--- src/rtl/adc_deser_pkg.sv ---
package adc_deser_pkg;

  // Per-frame configuration, captured at bit 0 of a word.
  typedef struct packed {
    logic short_w;    // 10-bit word when set
    logic lsb_first;  // LSB arrives first when set
    logic twos;       // invert word MSB when set
  } frame_cfg_t;

endpackage

--- src/rtl/adc_deser_sampler.sv ---
// Matched synchronizer for bit clock, frame clock and lanes, followed by
// detection of both transitions of the bit clock.
module adc_deser_sampler #(
  parameter int LANES       = 8,
  parameter int SYNC_STAGES = 2
) (
  input  logic             clk,
  input  logic             rst,
  input  logic             bclk_i,
  input  logic             fclk_i,
  input  logic [LANES-1:0] lane_i,
  output logic             bit_stb_o,
  output logic             fbit_o,
  output logic [LANES-1:0] dbit_o
);
  localparam int VW = LANES + 2;

  logic [SYNC_STAGES-1:0][VW-1:0] sync_q;
  logic [VW-1:0]                  sync_last;
  logic                           bclk_prev;

  assign sync_last = sync_q[SYNC_STAGES-1];

  always_ff @(posedge clk) begin
    if (rst) begin
      sync_q <= '0;
    end else begin
      sync_q[0] <= {bclk_i, fclk_i, lane_i};
      for (int g = 1; g < SYNC_STAGES; g++) begin
        sync_q[g] <= sync_q[g-1];
      end
    end
  end

  // All three outputs come from the same synchronizer stage, so the data
  // bits stay aligned with the detected bit-clock transition.
  always_ff @(posedge clk) begin
    if (rst) begin
      bclk_prev <= 1'b0;
      bit_stb_o <= 1'b0;
      fbit_o    <= 1'b0;
      dbit_o    <= '0;
    end else begin
      bclk_prev <= sync_last[VW-1];
      bit_stb_o <= sync_last[VW-1] ^ bclk_prev;
      fbit_o    <= sync_last[VW-2];
      dbit_o    <= sync_last[LANES-1:0];
    end
  end
endmodule

--- src/rtl/adc_deser_tracker.sv ---
// Bit-position counter, frame lock, configuration capture and
// misalignment detection, shared by all lanes.
module adc_deser_tracker
  import adc_deser_pkg::*;
#(
  parameter int WMAX   = 12,
  parameter int WSHORT = 10
) (
  input  logic       clk,
  input  logic       rst,
  input  logic       bit_stb_i,
  input  logic       fbit_i,
  input  frame_cfg_t cfg_i,
  output logic       shift_en_o,
  output logic       last_o,
  output frame_cfg_t cfg_eff_o,
  output logic       align_lost_o
);
  localparam int CW = $clog2(WMAX);
  localparam logic [CW-1:0] LONG_M1  = CW'(WMAX - 1);
  localparam logic [CW-1:0] SHORT_M1 = CW'(WSHORT - 1);

  logic [CW-1:0] cnt_q;
  logic [CW-1:0] idx;
  logic [CW-1:0] len_m1;
  logic          fprev_q;
  logic          locked_q;
  logic          lost_q;
  frame_cfg_t    cfg_q;
  logic          rise;

  always_comb begin
    rise       = bit_stb_i & fbit_i & ~fprev_q;
    cfg_eff_o  = rise ? cfg_i : cfg_q;
    len_m1     = cfg_eff_o.short_w ? SHORT_M1 : LONG_M1;
    idx        = rise ? '0 : cnt_q;
    shift_en_o = bit_stb_i & (rise | locked_q);
    last_o     = shift_en_o & (idx == len_m1);
  end

  always_ff @(posedge clk) begin
    if (rst) begin
      cnt_q    <= '0;
      fprev_q  <= 1'b0;
      locked_q <= 1'b0;
      lost_q   <= 1'b0;
      cfg_q    <= '0;
    end else begin
      if (bit_stb_i) begin
        fprev_q <= fbit_i;
      end
      if (rise) begin
        locked_q <= 1'b1;
        cfg_q    <= cfg_i;
        if (locked_q && (cnt_q != '0)) begin
          lost_q <= 1'b1;
        end
      end
      if (shift_en_o) begin
        cnt_q <= last_o ? '0 : CW'(idx + 1'b1);
      end
    end
  end

  assign align_lost_o = lost_q;
endmodule

--- src/rtl/adc_deser_lane.sv ---
// One lane: shift register in either bit order, justification and coding.
module adc_deser_lane
  import adc_deser_pkg::*;
#(
  parameter int WMAX   = 12,
  parameter int WSHORT = 10
) (
  input  logic            clk,
  input  logic            rst,
  input  logic            shift_en_i,
  input  logic            dbit_i,
  input  frame_cfg_t      cfg_i,
  output logic [WMAX-1:0] word_o
);
  localparam int PAD = WMAX - WSHORT;
  localparam logic [WMAX-1:0] LOWMASK = WMAX'((1 << PAD) - 1);
  localparam logic [WMAX-1:0] TOPBIT  = WMAX'(1) << (WMAX - 1);

  logic [WMAX-1:0] sh_q;
  logic [WMAX-1:0] sh_nxt;
  logic [WMAX-1:0] just;

  always_comb begin
    if (cfg_i.lsb_first) sh_nxt = {dbit_i, sh_q[WMAX-1:1]};
    else                 sh_nxt = {sh_q[WMAX-2:0], dbit_i};

    // A short LSB-first word already sits in the top bits; a short
    // MSB-first word sits in the bottom bits and is moved up.
    just = sh_nxt;
    if (cfg_i.short_w) begin
      if (cfg_i.lsb_first) just = sh_nxt & ~LOWMASK;
      else                 just = sh_nxt << PAD;
    end
    word_o = cfg_i.twos ? (just ^ TOPBIT) : just;
  end

  always_ff @(posedge clk) begin
    if (rst)             sh_q <= '0;
    else if (shift_en_i) sh_q <= sh_nxt;
  end
endmodule

--- src/rtl/adc_frame_deser.sv ---
module adc_frame_deser
  import adc_deser_pkg::*;
#(
  parameter int LANES       = 8,
  parameter int WMAX        = 12,
  parameter int WSHORT      = 10,
  parameter int SYNC_STAGES = 2
) (
  input  logic                  clk,
  input  logic                  rst,
  input  logic                  bclk_i,
  input  logic                  fclk_i,
  input  logic [LANES-1:0]      lane_i,
  input  logic                  cfg_short_i,
  input  logic                  cfg_lsb_first_i,
  input  logic                  cfg_twos_i,
  output logic [LANES*WMAX-1:0] samp_o,
  output logic                  samp_valid_o,
  output logic                  align_lost_o
);
  logic                  bit_stb;
  logic                  fbit;
  logic [LANES-1:0]      dbit;
  logic                  shift_en;
  logic                  frm_last;
  frame_cfg_t            cfg_in;
  frame_cfg_t            cfg_eff;
  logic [LANES*WMAX-1:0] words_flat;

  always_comb begin
    cfg_in.short_w   = cfg_short_i;
    cfg_in.lsb_first = cfg_lsb_first_i;
    cfg_in.twos      = cfg_twos_i;
  end

  adc_deser_sampler #(
    .LANES(LANES), .SYNC_STAGES(SYNC_STAGES)
  ) u_smp (
    .clk(clk), .rst(rst), .bclk_i(bclk_i), .fclk_i(fclk_i), .lane_i(lane_i),
    .bit_stb_o(bit_stb), .fbit_o(fbit), .dbit_o(dbit)
  );

  adc_deser_tracker #(
    .WMAX(WMAX), .WSHORT(WSHORT)
  ) u_trk (
    .clk(clk), .rst(rst), .bit_stb_i(bit_stb), .fbit_i(fbit), .cfg_i(cfg_in),
    .shift_en_o(shift_en), .last_o(frm_last), .cfg_eff_o(cfg_eff),
    .align_lost_o(align_lost_o)
  );

  for (genvar l = 0; l < LANES; l++) begin : g_lane
    adc_deser_lane #(
      .WMAX(WMAX), .WSHORT(WSHORT)
    ) u_lane (
      .clk(clk), .rst(rst), .shift_en_i(shift_en), .dbit_i(dbit[l]),
      .cfg_i(cfg_eff), .word_o(words_flat[l*WMAX +: WMAX])
    );
  end

  always_ff @(posedge clk) begin
    if (rst) begin
      samp_o       <= '0;
      samp_valid_o <= 1'b0;
    end else begin
      samp_valid_o <= frm_last;
      if (frm_last) samp_o <= words_flat;
    end
  end
endmodule

--- config.mk ---
export PLATFORM = sky130hd
export DESIGN_NAME = adc_frame_deser
export DESIGN_NICKNAME = d
export VERILOG_FILES = /design/src/rtl/adc_deser_pkg.sv /design/src/rtl/adc_deser_sampler.sv /design/src/rtl/adc_deser_tracker.sv /design/src/rtl/adc_deser_lane.sv /design/src/rtl/adc_frame_deser.sv
export SDC_FILE = /design/constraint.sdc
export NUM_CORES = 1
export LEC_CHECK = 0
export ABC_CLOCK_PERIOD_IN_PS = 2220
export BUFFER_PORTS_ARGS = -buffer_cell sky130_fd_sc_hd__buf_2
export CAP_MARGIN = 20
export CORE_UTILIZATION = 41
export CTS_BUF_LIST = sky130_fd_sc_hd__clkbuf_4 sky130_fd_sc_hd__clkbuf_8
export DETAILED_ROUTE_END_ITERATION = 16
export GPL_ROUTABILITY_DRIVEN = 0
export PLACE_DENSITY_LB_ADDON = 0.05
export SYNTH_ARGS = -nofsm -noshare
export SYNTH_HDL_FRONTEND = slang
export SYNTH_SLANG_ARGS = --single-unit
--- constraint.sdc ---
create_clock -name clk -period 2.22 [get_ports clk]
set_input_delay 0.333 -clock clk [delete_from_list [all_inputs] [get_ports clk]]
set_output_delay 0.333 -clock clk [all_outputs]
set_load 0.01 [all_outputs]
==> results of run 1 <==
==> per-stage QoR <==
| stage | utilization [%] | setup WS (ns) | instances | hold WS, ns |
|---|---|---|---|---|
| after detailed placement | 46.7 | 0.107 | 1489 | 0.420 |
| after global placement | 46.7 | 0.141 | 1489 | 0.416 |
| after CTS | 50.7 | 0.0890 | 1571 | 0.00335 |
| after floorplan | - | 0.319 | 1113 | 0.414 |
| final | 50.7 | 0.163 | 1571 | 0.0234 |
| after global routing | 50.7 | 0.0121 | 1571 | 0.0306 |
==> how the worst min path moves through the flow <==
stage | start | to | slack [ns] | cells after the start
finish | lane_i[3] | u_smp.sync_q[3]$_SDFF_PP0_ | 0.02 | 2
global route | lane_i[3] | u_smp.sync_q[3]$_SDFF_PP0_ | 0.03 | 2
CTS | lane_i[3] | u_smp.sync_q[3]$_SDFF_PP0_ | 0.003 | 2
detailed placement | u_smp.sync_q[4]$_SDFF_PP0_ | u_smp.sync_last[4]$_SDFF_PP0_ | 0.42 | 1
global placement | u_smp.sync_q[2]$_SDFF_PP0_ | u_smp.sync_last[2]$_SDFF_PP0_ | 0.42 | 1
floorplan | u_smp.sync_last[0]$_SDFF_PP0_ | u_smp.dbit_o[0]$_SDFF_PP0_ | 0.41 | 1
==> worst reg2reg max path, stage by stage, from the launching register on <==
cell and delay (ns):
dfxtp_1 0.45, nand3b_4 0.20, a21oi_4 0.40, buf_4 0.38, mux2i_1 0.22, o21ai_0 0.11, a22o_1 0.21
==> power groups by stage <==
stage          Sequential, W  Combinational [W]  Clock (W)
2_1_floorplan        0.00435           0.000144          0
3_3_place_gp         0.00436           0.000213          0
3_5_place_dp         0.00436           0.000213          0
4_1_cts              0.00426           0.000226    0.00421
5_1_grt              0.00427           0.000247    0.00441
6_report             0.00427           0.000225    0.00409
==> cell families after synthesis <==
kind of cell	count (synthesis)	share of synthesized area, %
compound gates	280	21.2
xor+xnor	3	0.261
fa+ha+maj	1	0.124
buf+inv	113	5.32
flops	234	46.5
mux	101	10.4
simple gates	381	16.2
==> registers in the layout (all words and copies together) (netlist names) <==
signal and count:
g_lane.u_lane.sh_q 96, samp_o 96, samp_valid_o 1, u_smp.bclk_prev 1
u_smp.bit_stb_o 1, u_smp.dbit_o 8, u_smp.fbit_o 1, u_smp.sync_last 10
u_smp.sync_q 10, u_trk.align_lost_o 1, u_trk.cfg_q 3, u_trk.cnt_q 4
u_trk.fprev_q 1, u_trk.locked_q 1
==> final cells by class <==
| class | count | area (sq um) | share of cell area, % |
|---|---|---|---|
| clock buffers | 63 | 773 | 6.42 |
| clock inverters | 10 | 80.1 | 0.665 |
| inverters | 10 | 37.5 | 0.312 |
| multi-input cells | 766 | 4890 | 40.6 |
| flip-flops and latches | 234 | 4680 | 38.9 |
| well taps | 319 | 399 | 3.31 |
| repair buffers | 169 | 1180 | 9.77 |
==> layer usage <==
metal	share of wire (%)	routed length [um]
met4	1.9	504
met2	40	11000
met5	0	0
met3	4.7	1280
met1	53	14300
==> repair_timing <==
action / 4_1_cts / 5_1_grt
gates resized for setup: 0 / 2
setup endpoints to repair: 0 / 3
buffers inserted: 0 / 0
hold endpoints to repair: 9 / 0
hold buffers: 9 / 0
==> Yosys cell counts, drive strengths merged (4+ instances only) <==
library cell | count | area share, %
dfxtp | 234 | 47
nand2 | 173 | 6.4
nor2 | 138 | 5.1
mux2i | 83 | 8.4
a311oi | 81 | 7.0
o21ai | 74 | 3.7
a22o | 73 | 6.3
buf | 54 | 3.1
clkbuf | 49 | 1.8
nor2b | 40 | 2.5
mux2 | 18 | 2.0
a22oi | 17 | 1.3
nor3 | 17 | 0.96
inv | 10 | 0.37
a2111oi | 8 | 0.70
a221oi | 8 | 0.70
o311ai | 8 | 0.70
a21oi | 4 | 0.20
==> results.yml, run 1 <==
run_status:
  status: "completed"
global_routing:
  grt_pass1_vias: 7883
  antenna_found_initial: 0
  grt-ovfl-total: 0
  grt_pass1_wl_um: 44000
  grt_max_degree: 84
  grtUsageTotal_pct: 21.4
  grt_use_met1_pct: 33.0
  met3_usage_pct: 3.50
  grt.busiest_layer: "met1"
  grtUsageMet2_pct: 29.8
yosys:
  syn-num-nets: 1129
  synth.cell_area_sq_um: 10100
  yosysSeqAreaShare_pct: 46.5
  async_flop_share_pct: 0
  synth_ff_type: "dfxtp_1"
  synth_edf_count: 0
  synth_seq_cells: 234
  syn_inst: 1113
  ys_warn_count: 0
  yosysUniqueCellTypes: 44
  syn_avg_cell_area_sq_um: 9.05
drt:
  ant_nets: 0
  first_pass_iters: 5
  avgViaCountPerCell: 5.38
  wire_per_inst_um: 17.2
  first_iter_violations: 511
  num_vias: 8456
  postRouteWirelength_um: 27100
  drcViolationCount: 0
die:
  die_h_um: 159
  start_util_pct: 42.4
  io_pins: 113
  row_count: 56
  fp.coreArea_sq_um: 23800
  die_area_sq_um: 25200
  die_w_um: 159
power_and_ir_drop:
  p_leak_nw: 5.01
  power_frac_clock_pct: 47.7
  p_per_area_nw_per_um2: 713
  pwr-share-seq_pct: 49.7
  switchingPower_w: 0.00192
  vdd_ir_drop_max_mv: 0.450
  finalPower_w: 0.00859
  combinationalPowerShare_pct: 2.6
  switching_share_pct: 22.4
  internal-power_w: 0.00666
setup_path:
  crit_path_end: "samp_o[63]$_SDFFE_PP0P_"
  cp_cell_sequence: "nand3b_4 -> a21oi_4 -> buf_4 -> mux2i_1 -> o21ai_0 -> a22o_1"
  startpoint_type: "flip-flop"
  critPathMaxStageDelay_ns: 0.45
  reg2reg_from: "u_smp.bit_stb_o$_SDFF_PP0_"
  endpoint_kind: "flip-flop"
  arrival_ns: 2.48
  slowest_stage: "dfxtp_1"
  worst-path-max-fanout: 16
  reg2regPathDepth: 6
  cp.required_ns: 2.64
  reg2reg_to: "samp_o[63]$_SDFFE_PP0P_"
  critPathTopFamily: "compound AO/OA/AOI/OAI gates"
  path_buf_inv: 1
  startpoint: "u_smp.bit_stb_o$_SDFF_PP0_"
  cp.depth: 6
  worst-r2r-setup-slack_ns: 0.16
  worstSetupPathType: "flip-flop to flip-flop"
clocking:
  cts_tree: "yes"
  cts.sinks: 234
  clk_pin_slew_ns: 0.06
  cts-root-buf: "clkbuf_8"
  clk_path_buf_depth: 3
  htreeDepth: 2
  numCtsBuffers: 41
  clk_latency_ns: 0.55
finish:
  design_area_sq_um: 12000
  drive_gt1_share_pct: 20.2
  antennaDiodeCount: 0
  syn2layout_area_growth_pct: 19.6
  final_nets: 1238
  final_cell_mix: "dfxtp_1, nand2_1, nor2_1"
  fill_cells: 2286
  final_common_cell: "dfxtp_1"
sta:
  period_minus_slack_ns: 2.06
  tns_ns: 0
  min_period_over_period_pct: 92.6
  tightest_slew_ns: 0.943
  finalHoldViolations: 0
  maxSlewHeadroom_pct: 37.1
  slew_violations: 0
  setup_viol: 0
  grt_setup_unrepaired: "no"
  clock.fmax_mhz: 486
  fin_skew_ns: 0.0292
placed_design:
  port_buffers: 112
  placed_area_sq_um: 11100
  dp_hpwl_um: 17500
worst_hold_path:
  hp-class: "input pin to flip-flop"
job:
  drv_cap: 0
No activity file was read; power rests on OpenSTA's default activity.
==> inputs of run 2 (changes only) <==
Settings changed: CORE_UTILIZATION 41 to 45.
==> run 2 against run 1 <==
Effect of this change: flip-flop and latch count stayed put; power is 1.0% lower; cell area is 1.8% lower; fmax is 3.3% lower; die area is 8.8% lower; non-clock buffer count is 16 lower; sequential power hardly changed; critical path depth stayed put; largest cell class unchanged.
==> results.yml, run 2 (same netlist as run 1, synthesis figures left out) <==
global_routing:
  grt-ovfl-total: 0
  grt_pass1_vias: 7685
  grt.busiest_layer: "met1"
  grt_use_met1_pct: 34.3
  met3_usage_pct: 4.61
  antenna_found_initial: 0
  grtUsageTotal_pct: 22.8
  grt_max_degree: 115
  grt_pass1_wl_um: 41300
  grtUsageMet2_pct: 32.5
finish:
  final_cell_mix: "dfxtp_1, nand2_1, nor2_1"
  top_regs: "g_lane.u_lane.sh_q: 96 flops, samp_o: 96 flops"
  antennaDiodeCount: 0
  final_nets: 1222
  syn2layout_area_growth_pct: 17.5
  drive_gt1_share_pct: 19.1
  final_common_cell: "dfxtp_1"
die:
  die_h_um: 152
  fp.coreArea_sq_um: 21900
  die_w_um: 152
  row_count: 54
  die_area_sq_um: 23000
  start_util_pct: 46.0
  io_pins: 113
power_and_ir_drop:
  finalPower_w: 0.00850
  vdd_ir_drop_max_mv: 0.408
  p_per_area_nw_per_um2: 719
  p_leak_nw: 4.92
clocking:
  numCtsBuffers: 41
  cts.sinks: 234
  clk_pin_slew_ns: 0.06
  clk_latency_ns: 0.53
  htreeDepth: 2
  cts.hold.buffers_added: 4
  clk_path_buf_depth: 3
  cts_tree: "yes"
  ctsResizeCount: 0
  cts-root-buf: "clkbuf_8"
  cts_setup_buffers: 0
setup_path:
  path_buf_inv: 1
  startpoint_type: "flip-flop"
  critPathMaxStageDelay_ns: 0.49
  critPathTopFamily: "multiplexers"
  slowest_stage: "dfxtp_1"
  cp_cell_sequence: "nand3b_4 -> mux2_4 -> buf_12 -> a221oi_1 -> mux2i_1 -> o311ai_1"
  worst-path-max-fanout: 29
  arrival_ns: 2.53
  endpoint_kind: "flip-flop"
  worst-r2r-setup-slack_ns: 0.09
  worstSetupPathType: "flip-flop to flip-flop"
  cp.required_ns: 2.62
worst_hold_path:
  hp-class: "input pin to flip-flop"
drt:
  drcViolationCount: 0
  avgViaCountPerCell: 5.61
  first_iter_violations: 569
  ant_nets: 0
  wire_per_inst_um: 17.4
  num_vias: 8459
  first_pass_iters: 7
  postRouteWirelength_um: 26300
placed_design:
  port_buffers: 112
  dp_hpwl_um: 16700
sta:
  setup_viol: 0
  finalHoldViolations: 0
  grt_setup_unrepaired: "no"
  fin_skew_ns: 0.0131
  tightest_slew_ns: 0.555
  worst_hold_slack_ns: 0.0182
  min_period_over_period_pct: 95.8
  clock.fmax_mhz: 470
  slew_violations: 0
  tns_ns: 0
  period_minus_slack_ns: 2.13
  maxSlewHeadroom_pct: 63.0
job:
  drv_cap: 0
run_status:
  status: "completed"
## run 2: through the flow
stage	worst slack (ns)	cell area (sq um)	cells	util, %
2_1_floorplan	0.319	10100	1113	-
3_3_place_gp	0.136	11000	1439	50.1
3_5_place_dp	0.0911	11000	1439	50.1
4_1_cts	0.106	11800	1509	54.0
5_1_grt	0.00126	11800	1509	54.0
6_report	0.0937	11800	1509	54.0
## run 2: area by class of cell
type                            instances  area, sq um
Clock buffer                           65          795
Clock inverter                          1         30.0
Fill cell                            2089        10100
Inverter                               10         37.5
Multi-Input combinational cell        766         4890
Sequential cell                       234         4680
Tap cell                              280          350
Timing Repair Buffer                  153         1040
## run 2: routing by layer
layer / wire length (um) / vias to the layer above / part of all wire [%]
met3: 1620 / 44 / 6.1
met2: 10900 / 239 / 41
met1: 13400 / 3971 / 51
met5: 0 / - / 0
li1: - / 4205 / -
met4: 462 / 0 / 1.8
## run 2: path summary, 6_finish.rpt
check,cells past startpoint,end,startpoint
worst max-delay path,6,samp_o[83]$_SDFFE_PP0P_,u_smp.bit_stb_o$_SDFF_PP0_
worst max register to register,6,samp_o[83]$_SDFFE_PP0P_,u_smp.bit_stb_o$_SDFF_PP0_
worst min register to register,1,u_smp.dbit_o[5]$_SDFF_PP0_,u_smp.sync_last[5]$_SDFF_PP0_
worst min-delay path,2,u_smp.sync_q[0]$_SDFF_PP0_,lane_i[0]
## run 2: report_power, final
group / switching [W] / internal (W) / total, W
Sequential: 0.0000324 / 0.00424 / 0.00427
Combinational: 0.000129 / 0.0000756 / 0.000204
Clock: 0.00167 / 0.00235 / 0.00402
Total: 0.00183 / 0.00667 / 0.00850
==> inputs of run 3 (changes only) <==
Settings changed: ABC_CLOCK_PERIOD_IN_PS 2220 to unset, CTS_BUF_LIST sky130_fd_sc_hd__clkbuf_4 sky130_fd_sc_hd__clkbuf_8 to sky130_fd_sc_hd__clkbuf_4, HOLD_SLACK_MARGIN set to 0.1.
==> run 3 against run 2 <==
Effect of this change: highest routed layer unchanged; clock power shrank 8.5%; register-to-register slack improved by 0.04 ns; flip-flop and latch count unchanged; cell area grew 0.19%; utilization increased by 0.10 points; sequential power about the same; worst hold slack better by 0.21 ns; non-clock buffer count is 8 higher; via count is 2.6% higher; combinational power increased by 6%; routed wire length increased by 1.6%; clock skew is 0.025 ns higher.
==> results.yml, run 3 (same netlist as run 1, synthesis figures left out) <==
clocking:
  clk_latency_ns: 0.66
  htreeDepth: 3
  cts_tree: "yes"
  ctsResizeCount: 0
  cts-root-buf: "clkbuf_4"
  numCtsBuffers: 66
  cts.sinks: 234
  clk_path_buf_depth: 3
  clk_pin_slew_ns: 0.07
drt:
  drcViolationCount: 0
  ant_nets: 0
  postRouteWirelength_um: 26700
  avgViaCountPerCell: 5.55
  num_vias: 8681
  first_pass_iters: 5
  first_iter_violations: 487
  wire_per_inst_um: 17.1
sta:
  finalHoldViolations: 0
  setup_viol: 0
  tightest_slew_ns: 0.526
  tns_ns: 0
  grt_setup_unrepaired: "no"
  min_period_over_period_pct: 94.2
  period_minus_slack_ns: 2.09
  maxSlewHeadroom_pct: 64.9
  fin_skew_ns: 0.0378
  slew_violations: 0
  clock.fmax_mhz: 478
  worst_slack_ns: 0.130
global_routing:
  grt-ovfl-total: 0
  grt_max_degree: 115
  antenna_found_initial: 1
  grt_pass1_wl_um: 41800
  grtUsageTotal_pct: 23.1
  grt_pass1_vias: 7928
power_and_ir_drop:
  vdd_ir_drop_max_mv: 0.393
  p_per_area_nw_per_um2: 689
  p_leak_nw: 4.98
setup_path:
  startpoint_type: "flip-flop"
  slowest_stage: "dfxtp_1"
  critPathTopFamily: "multiplexers"
  cp.required_ns: 2.75
  path_buf_inv: 1
  worst-path-max-fanout: 29
  arrival_ns: 2.62
  critPathMaxStageDelay_ns: 0.49
  cp_cell_sequence: "nand3b_4 -> mux2_4 -> buf_12 -> a221oi_1 -> mux2i_1 -> o311ai_1"
  endpoint_kind: "flip-flop"
  worstSetupPathType: "flip-flop to flip-flop"
finish:
  final_cell_mix: "dfxtp_1, nand2_1, nor2_1"
  drive_gt1_share_pct: 20.7
  top_regs: "g_lane.u_lane.sh_q: 96 flops, samp_o: 96 flops"
  syn2layout_area_growth_pct: 17.7
  final_nets: 1255
  final_common_cell: "dfxtp_1"
die:
  die_area_sq_um: 23000
  start_util_pct: 46.0
  die_w_um: 152
  die_h_um: 152
  fp.coreArea_sq_um: 21900
  row_count: 54
  io_pins: 113
run_status:
  status: "completed"
placed_design:
  pre_cts_slack_ns: 0.0911
  port_buffers: 112
  dp_hpwl_um: 16700
job:
  drv_cap: 0
worst_hold_path:
  hp-class: "input pin to flip-flop"
-- run 3: changes by cell type in the layout (fill, tap and decap cells not counted) --
cell,change
clkinv_2,+2
inv_2,+2
clkinv_1,+15
clkbuf_8,-49
clkbuf_4,+76
bufinv_16,-1
diode_2,+1
dlygate4sd3_1,+8
-- run 3: worst paths after layout --
path,startpoint,endpoint,slack (ns),cells after the start
max,u_smp.bit_stb_o$_SDFF_PP0_,samp_o[83]$_SDFFE_PP0P_,0.13,6
min,cfg_lsb_first_i,u_trk.cfg_q[1]$_SDFF_PP0_,0.23,4
max reg2reg,u_smp.bit_stb_o$_SDFF_PP0_,samp_o[83]$_SDFFE_PP0P_,0.13,6
min reg2reg,u_smp.sync_last[5]$_SDFF_PP0_,u_smp.dbit_o[5]$_SDFF_PP0_,0.43,1
-- run 3: layout make-up --
type / count / area [sq um]
Timing Repair Buffer: 161 / 1120
Antenna cell: 1 / 2.50
Multi-Input combinational cell: 766 / 4890
Fill cell: 2092 / 10000
Clock inverter: 19 / 73.8
Clock buffer: 92 / 691
Sequential cell: 234 / 4680
Tap cell: 280 / 350
Inverter: 10 / 37.5
-- run 3: report_power, final --
| group | total, W | internal, W | switching, W |
|---|---|---|---|
| registers | 0.00427 | 0.00423 | 0.0000323 |
| logic | 0.000216 | 0.0000847 | 0.000131 |
| clock network | 0.00368 | 0.00191 | 0.00177 |
| total | 0.00816 | 0.00623 | 0.00194 |
-- run 3: repair_timing --
item	4_1_cts	5_1_grt
hold endpoints to repair	13	0
endpoints found under the setup margin	0	0
hold buffers	12	0
setup buffers	0	0
-- run 3: worst reg2reg max path: cells and delay by family, from the launching register on --
kind                   cells  cell delay, ns
muxes                      2            0.69
AOI/OAI and AO/OA          2            0.45
buffers and inverters      1            0.20
DFF                        1            0.49
and+or+nand+nor            1            0.18
-- run 3: per-layer routing --
layer  global-route usage (%)  share of wire [%]  vias up
met5                        0                  0        -
met4                     7.03                1.3        0
met3                     5.48                6.0       38
met2                     32.8                 42      247
met1                     34.2                 51     4080
li1                         -                  -     4316
-- run 3: metrics by stage --
stage | cell area, sq um | std cells | power (W) | hold WS [ns] | util, %
CTS | 11800 | 1562 | 0.00829 | 0.182 | 54.1
detailed placement | 11000 | 1439 | 0.00456 | 0.420 | 50.1
finish | 11900 | 1563 | 0.00816 | 0.228 | 54.1
global placement | 11000 | 1439 | 0.00456 | 0.416 | 50.1
global route | 11900 | 1563 | 0.00854 | 0.214 | 54.1
floorplan | 10100 | 1113 | 0.00449 | 0.414 | -
